**src/rtl/sbr_pkg.sv**
```systemverilog
package sbr_pkg;

  typedef enum logic [1:0] {
    BST_IDLE = 2'd0,
    BST_WAIT = 2'd1,
    BST_RUN  = 2'd2
  } bst_e;

  typedef struct packed {
    logic ce_n;
    logic pd_n;
    logic lat_n;
    logic adv_n;
  } bus_ctl_t;

endpackage

```
**src/rtl/sbr_edge_det.sv**
```systemverilog
module sbr_edge_det #(
  parameter int SYNC_N = 2
) (
  input  logic clk,
  input  logic rst_n,
  input  logic bclk,
  input  logic fall_sel,
  output logic tick
);

  localparam int CHAIN_W = SYNC_N + 1;

  logic [CHAIN_W-1:0] sh_q;
  logic [CHAIN_W-1:0] sh_d;
  logic               lvl_new;
  logic               lvl_old;

  always_comb begin
    sh_d = {sh_q[CHAIN_W-2:0], bclk};
  end

  always_ff @(posedge clk or negedge rst_n) begin
    if (!rst_n) begin
      sh_q <= '0;
    end else begin
      sh_q <= sh_d;
    end
  end

  assign lvl_new = sh_q[CHAIN_W-2];
  assign lvl_old = sh_q[CHAIN_W-1];

  // one system-clock pulse per selected burst-clock transition
  always_comb begin
    if (fall_sel) begin
      tick = lvl_old & ~lvl_new;
    end else begin
      tick = lvl_new & ~lvl_old;
    end
  end

endmodule

```
**src/rtl/sbr_burst_seq.sv**
```systemverilog
module sbr_burst_seq
  import sbr_pkg::*;
#(
  parameter int ADDR_W    = 19,
  parameter int FIRST_LAT = 2
) (
  input  logic              clk,
  input  logic              rst_n,
  input  logic              tick,
  input  bus_ctl_t          ctl,
  input  logic [ADDR_W-1:0] addr_in,
  input  logic              rdy_early,
  output logic [ADDR_W-1:0] addr_q,
  output logic [ADDR_W-1:0] addr_nxt,
  output logic              active,
  output logic              run,
  output logic              rdy
);

  localparam int WAIT_W = (FIRST_LAT < 1) ? 1 : $clog2(FIRST_LAT + 1);
  localparam logic [WAIT_W-1:0] WAIT_LOAD = WAIT_W'(FIRST_LAT);
  localparam logic [WAIT_W-1:0] WAIT_ONE  = WAIT_W'(1);
  localparam bst_e LATCH_ST = (FIRST_LAT == 0) ? BST_RUN : BST_WAIT;

  bst_e              st_q, st_d;
  logic [WAIT_W-1:0] wait_q, wait_d;
  logic [ADDR_W-1:0] addr_d;
  logic              abort_req;

  assign abort_req = ctl.ce_n | ~ctl.pd_n;

  always_comb begin
    st_d   = st_q;
    wait_d = wait_q;
    addr_d = addr_q;
    if (tick) begin
      if (abort_req) begin
        st_d   = BST_IDLE;
        wait_d = '0;
      end else if (!ctl.lat_n) begin
        st_d   = LATCH_ST;
        wait_d = WAIT_LOAD;
        addr_d = addr_in;
      end else begin
        unique case (st_q)
          BST_WAIT: begin
            wait_d = wait_q - WAIT_ONE;
            if (wait_q == WAIT_ONE) begin
              st_d = BST_RUN;
            end
          end
          BST_RUN: begin
            if (!ctl.adv_n) begin
              addr_d = addr_q + ADDR_W'(1);
            end
          end
          default: begin
            st_d = BST_IDLE;
          end
        endcase
      end
    end
  end

  always_ff @(posedge clk or negedge rst_n) begin
    if (!rst_n) begin
      st_q   <= BST_IDLE;
      wait_q <= '0;
      addr_q <= '0;
    end else if (tick) begin
      st_q   <= st_d;
      wait_q <= wait_d;
      addr_q <= addr_d;
    end
  end

  assign addr_nxt = addr_d;
  assign active   = (st_q != BST_IDLE);
  assign run      = (st_q == BST_RUN);
  assign rdy      = run | (rdy_early & (st_q == BST_WAIT) & (wait_q == WAIT_ONE));

endmodule

```
**src/rtl/sbr_word_model.sv**
```systemverilog
module sbr_word_model #(
  parameter int ADDR_W = 19,
  parameter int DATA_W = 32
) (
  input  logic              clk,
  input  logic              rst_n,
  input  logic              load,
  input  logic [ADDR_W-1:0] addr,
  output logic [DATA_W-1:0] data_q
);

  logic [DATA_W-1:0] data_d;

  // low bits carry the address, upper bits its complement, repeating
  always_comb begin
    for (int i = 0; i < DATA_W; i++) begin
      if (i < ADDR_W) begin
        data_d[i] = addr[i];
      end else begin
        data_d[i] = ~addr[(i - ADDR_W) % ADDR_W];
      end
    end
  end

  always_ff @(posedge clk or negedge rst_n) begin
    if (!rst_n) begin
      data_q <= '0;
    end else if (load) begin
      data_q <= data_d;
    end
  end

endmodule

```
**src/rtl/sbr_read_ctrl.sv**
```systemverilog
module sbr_read_ctrl
  import sbr_pkg::*;
#(
  parameter int ADDR_W    = 19,
  parameter int DATA_W    = 32,
  parameter int FIRST_LAT = 2,
  parameter int SYNC_N    = 2
) (
  input  logic              clk,
  input  logic              rst_n,
  input  logic              bclk,
  input  logic              cfg_fall_edge,
  input  logic              cfg_rdy_early,
  input  logic              ce_n,
  input  logic              pd_n,
  input  logic              lat_n,
  input  logic              adv_n,
  input  logic              oe_n,
  input  logic              dis_n,
  input  logic [ADDR_W-1:0] addr_in,
  output logic [DATA_W-1:0] dq_out,
  output logic              dq_oe,
  output logic              rdy
);

  logic              edge_tick;
  bus_ctl_t          ctl;
  logic [ADDR_W-1:0] burst_addr;
  logic [ADDR_W-1:0] burst_addr_nxt;
  logic              burst_active;
  logic              burst_run;
  logic              seq_rdy;
  logic [DATA_W-1:0] word_q;
  logic              drive_en;

  assign ctl = '{ce_n: ce_n, pd_n: pd_n, lat_n: lat_n, adv_n: adv_n};

  sbr_edge_det #(.SYNC_N(SYNC_N)) u_edge (
    .clk      (clk),
    .rst_n    (rst_n),
    .bclk     (bclk),
    .fall_sel (cfg_fall_edge),
    .tick     (edge_tick)
  );

  sbr_burst_seq #(.ADDR_W(ADDR_W), .FIRST_LAT(FIRST_LAT)) u_seq (
    .clk       (clk),
    .rst_n     (rst_n),
    .tick      (edge_tick),
    .ctl       (ctl),
    .addr_in   (addr_in),
    .rdy_early (cfg_rdy_early),
    .addr_q    (burst_addr),
    .addr_nxt  (burst_addr_nxt),
    .active    (burst_active),
    .run       (burst_run),
    .rdy       (seq_rdy)
  );

  sbr_word_model #(.ADDR_W(ADDR_W), .DATA_W(DATA_W)) u_mem (
    .clk    (clk),
    .rst_n  (rst_n),
    .load   (edge_tick),
    .addr   (burst_addr_nxt),
    .data_q (word_q)
  );

  // bus is driven only inside a live burst with every enable granted
  assign drive_en = burst_active & ~ce_n & pd_n & ~oe_n & dis_n;
  assign dq_oe    = drive_en;
  assign dq_out   = drive_en ? word_q : '0;
  assign rdy      = seq_rdy & ~ce_n & pd_n;

endmodule

```
**config.mk**
```make
export PLATFORM = sky130hd
export DESIGN_NAME = sbr_read_ctrl
export DESIGN_NICKNAME = d
export VERILOG_FILES = /design/src/rtl/sbr_pkg.sv /design/src/rtl/sbr_edge_det.sv /design/src/rtl/sbr_burst_seq.sv /design/src/rtl/sbr_word_model.sv /design/src/rtl/sbr_read_ctrl.sv
export SDC_FILE = /design/constraint.sdc
export NUM_CORES = 1
export LEC_CHECK = 0
export CORE_UTILIZATION = 42
export DETAILED_ROUTE_END_ITERATION = 10
export PLACE_DENSITY_LB_ADDON = 0.05
export SYNTH_ARGS = -nofsm -noshare
export SYNTH_HDL_FRONTEND = slang
export SYNTH_SLANG_ARGS = --single-unit
```
**constraint.sdc**
```tcl
create_clock -name clk -period 2.4 [get_ports clk]
set_clock_uncertainty 0.05 [all_clocks]
set_input_delay 0.48 -clock clk [delete_from_list [all_inputs] [get_ports clk]]
set_output_delay 0.48 -clock clk [all_outputs]
set_load 0.1 [all_outputs]
```
==> impl_metrics.tcl <==
set metrics [dict create \
    status "complete, no violations" \
    postRouteAntennaNets 0 \
    p_leak_nw 1.634 \
    required_ns 1.87 \
    cts_buffer_depth 2 \
    grt_use_total 0.2580 \
    placedCellCount 457 \
    core_area_um2 5956 \
    route.detailed.drc 0 \
    clk_pin_slew_ns 0.08 \
    fin_util 0.6773 \
    cts_root_buffer "clkbuf_8" \
    postRouteWirelength_um 7863 \
    rr_startpoint "u_mem.data_q[0]" \
    period_needed_ns 2.347 \
    drv_slew 0 \
    ys.warnings.count 0 \
    synth_edf_count 0 \
    antenna_found_initial 0 \
    grt_pass1_vias 2571 \
    synth_area_per_cell_um2 8.017 \
    io_pins 64 \
    grt-ovfl-total 0 \
    hp-class "input port to async pin" \
    rows 28 \
    die_x_um 80.64 \
    netlist_top_cells_area "dfrtp_1 38%, and2_1 8.2%, nor2_1 6.1%" \
    routedWlPerCell_um 16.73 \
    synth_top_area_frac 0.3757 \
    grt_max_degree 47 \
    ys_ff_latch 39 \
    r2r-end "u_mem.data_q[16]" \
    layout_commonest_cell "nor2_1" \
    synthCells 324 \
    fin_crit_sh 0.9779 \
    clock.fmax_mhz 426.1 \
    synth-async-reset-ratio 1.000 \
    routabilityCongestion 0.8227 \
    cts_buffers 5 \
    path_class "input port to output port" \
    start_util 0.4361 \
    viasPerCell 5.709 \
    rsz0062_at_grt "false" \
    final_nets 427 \
    dieArea_um2 6503 \
    crit_path_start_kind "input port" \
    arrival_ns 1.82 \
    holdBufCountCts 0 \
    grt_pass1_wl_um 12600 \
    tightest_slew_ns 0.5041 \
    insertion_delay_ns 0.30 \
    placedInstanceArea_um2 3830 \
    portBuffers 63 \
    synthToLayoutAreaGrowth_pct 55.30 \
    synth.distinct_cells 57 \
    critPathCaptureType "output port" \
    syn_nets 356 \
    seq_area_frac_synth 0.3757 \
    final_area_um2 4034 \
    n_fill_cell 497 \
    netlist_area_um2 2597 \
    clock_sinks 39 \
    cp_max_fo 5 \
    final_cells 470 \
    insertedDiodeCount 0 \
    finalHoldViolCount 0 \
    mostFrequentLayoutCells "42 x nor2_1, 38 x buf_12, 37 x dfrtp_1" \
    cp-endpoint "dq_out[13]" \
    slew_headroom 0.6611 \
    dp_hpwl_um 5099 \
    crit_start "ce_n" \
    rr_worst_depth 6 \
    cts_tree "built" \
    drt_iter0_drc 128 \
    setup-violations-final 0 \
    drtPass1Iterations 5 \
    ys_dominant_reg_cell "dfrtp_1" \
    vdd_drop_max_mv 0.2767 \
    power.density_nw_per_um2 434.9 \
    die_h_um 80.64 \
    dr_total_vias 2683 \
    drv_cap 0 \
    synth_top_area_cell "dfrtp_1" \
    htreeDepth 2 \
    drive_above_1_share 0.2962 \
    rrSetupSlack_ns 0.30 \
]
==> area by class of cell <==
| class | count | area [um2] | share of cell area |
|---|---|---|---|
| multi-input combinational | 256 | 1603 | 0.3973 |
| inverter | 4 | 15.01 | 0.003722 |
| clock inverter | 1 | 5.005 | 0.001241 |
| clock buffer | 6 | 82.58 | 0.02047 |
| tap | 75 | 93.84 | 0.02326 |
| sequential | 39 | 978.4 | 0.2426 |
| timing repair buffer | 89 | 1256 | 0.3114 |
==> per-stage QoR <==
stage               power, W  hold WS [ns]  worst slack [ns]  setup TNS, ns
floorplan           0.001102        0.1344           -0.1002        -0.1002
global placement    0.001268        0.2835           -0.1282         -3.292
detailed placement  0.001280        0.3003           -0.1693         -4.561
CTS                 0.001753        0.1037           0.01328              0
global route        0.001836        0.1167          0.003260              0
finish              0.001754       0.08682           0.05293              0
==> worst max-delay path, stage by stage <==
cell and delay [ns]:
dlygate4sd2_1 0.25, nand2b_4 0.16, nor4b_4 0.25, buf_6 0.20, buf_6 0.14, and2_4 0.16
buf_12 0.17
==> layer usage <==
layer | GRT usage | wire [um]
met4 | 0.09107 | 107
met2 | 0.4144 | 3773
met3 | 0.04886 | 433
met1 | 0.3442 | 3548
met5 | 0 | 0
==> where the power goes <==
| group | leakage, nW | switching [W] | internal [W] |
|---|---|---|---|
| Sequential | 0.475 | 0.000116 | 0.000756 |
| Clock | 0.0470 | 0.000244 | 0.000226 |
| Combinational | 1.11 | 0.000217 | 0.000195 |
==> worst min-delay path by stage <==
stage                   startpoint        endpoint  slack (ns)  cells after the start
global placement    u_edge.sh_q[0]  u_edge.sh_q[1]        0.28                      0
detailed placement  u_edge.sh_q[0]  u_edge.sh_q[1]        0.30                      0
floorplan                    rst_n       async pin        0.13                      0
finish                       rst_n  u_edge.sh_q[2]        0.09                      2
CTS                          rst_n  u_edge.sh_q[2]        0.10                      2
global route                 rst_n  u_edge.sh_q[2]        0.12                      2
==> cell families after synthesis <==
| kind of cell | share of synthesized area |
|---|---|
| AND/OR/NAND/NOR | 0.3155 |
| AO/OA/AOI/OAI | 0.2269 |
| flip-flops | 0.3757 |
| buffers and inverters | 0.04576 |
| multiplexers | 0.01975 |
| XOR/XNOR | 0.006745 |
| adder cells (fa/ha/maj) | 0.009632 |
==> cell usage after synthesis, drive strengths merged (5+ instances only) <==
master and count:
a21oi 28, nand3 12, nand4 5, dfrtp 39, nor2 42, a211oi 5, or2 5, and2 34
nand2 24, clkbuf 20, buf 5, nor3 12, o22ai 8, nor4 5, o21ai 21, a31oi 5
==> timing repair <==
action	CTS	global route
endpoints found under the setup margin	33	33
pin swaps	1	1
endpoints found under the hold margin	0	0
gates resized for setup	26	4
buffers inserted	2	1
cloned	3	0
(Power assumes the default switching activity.)
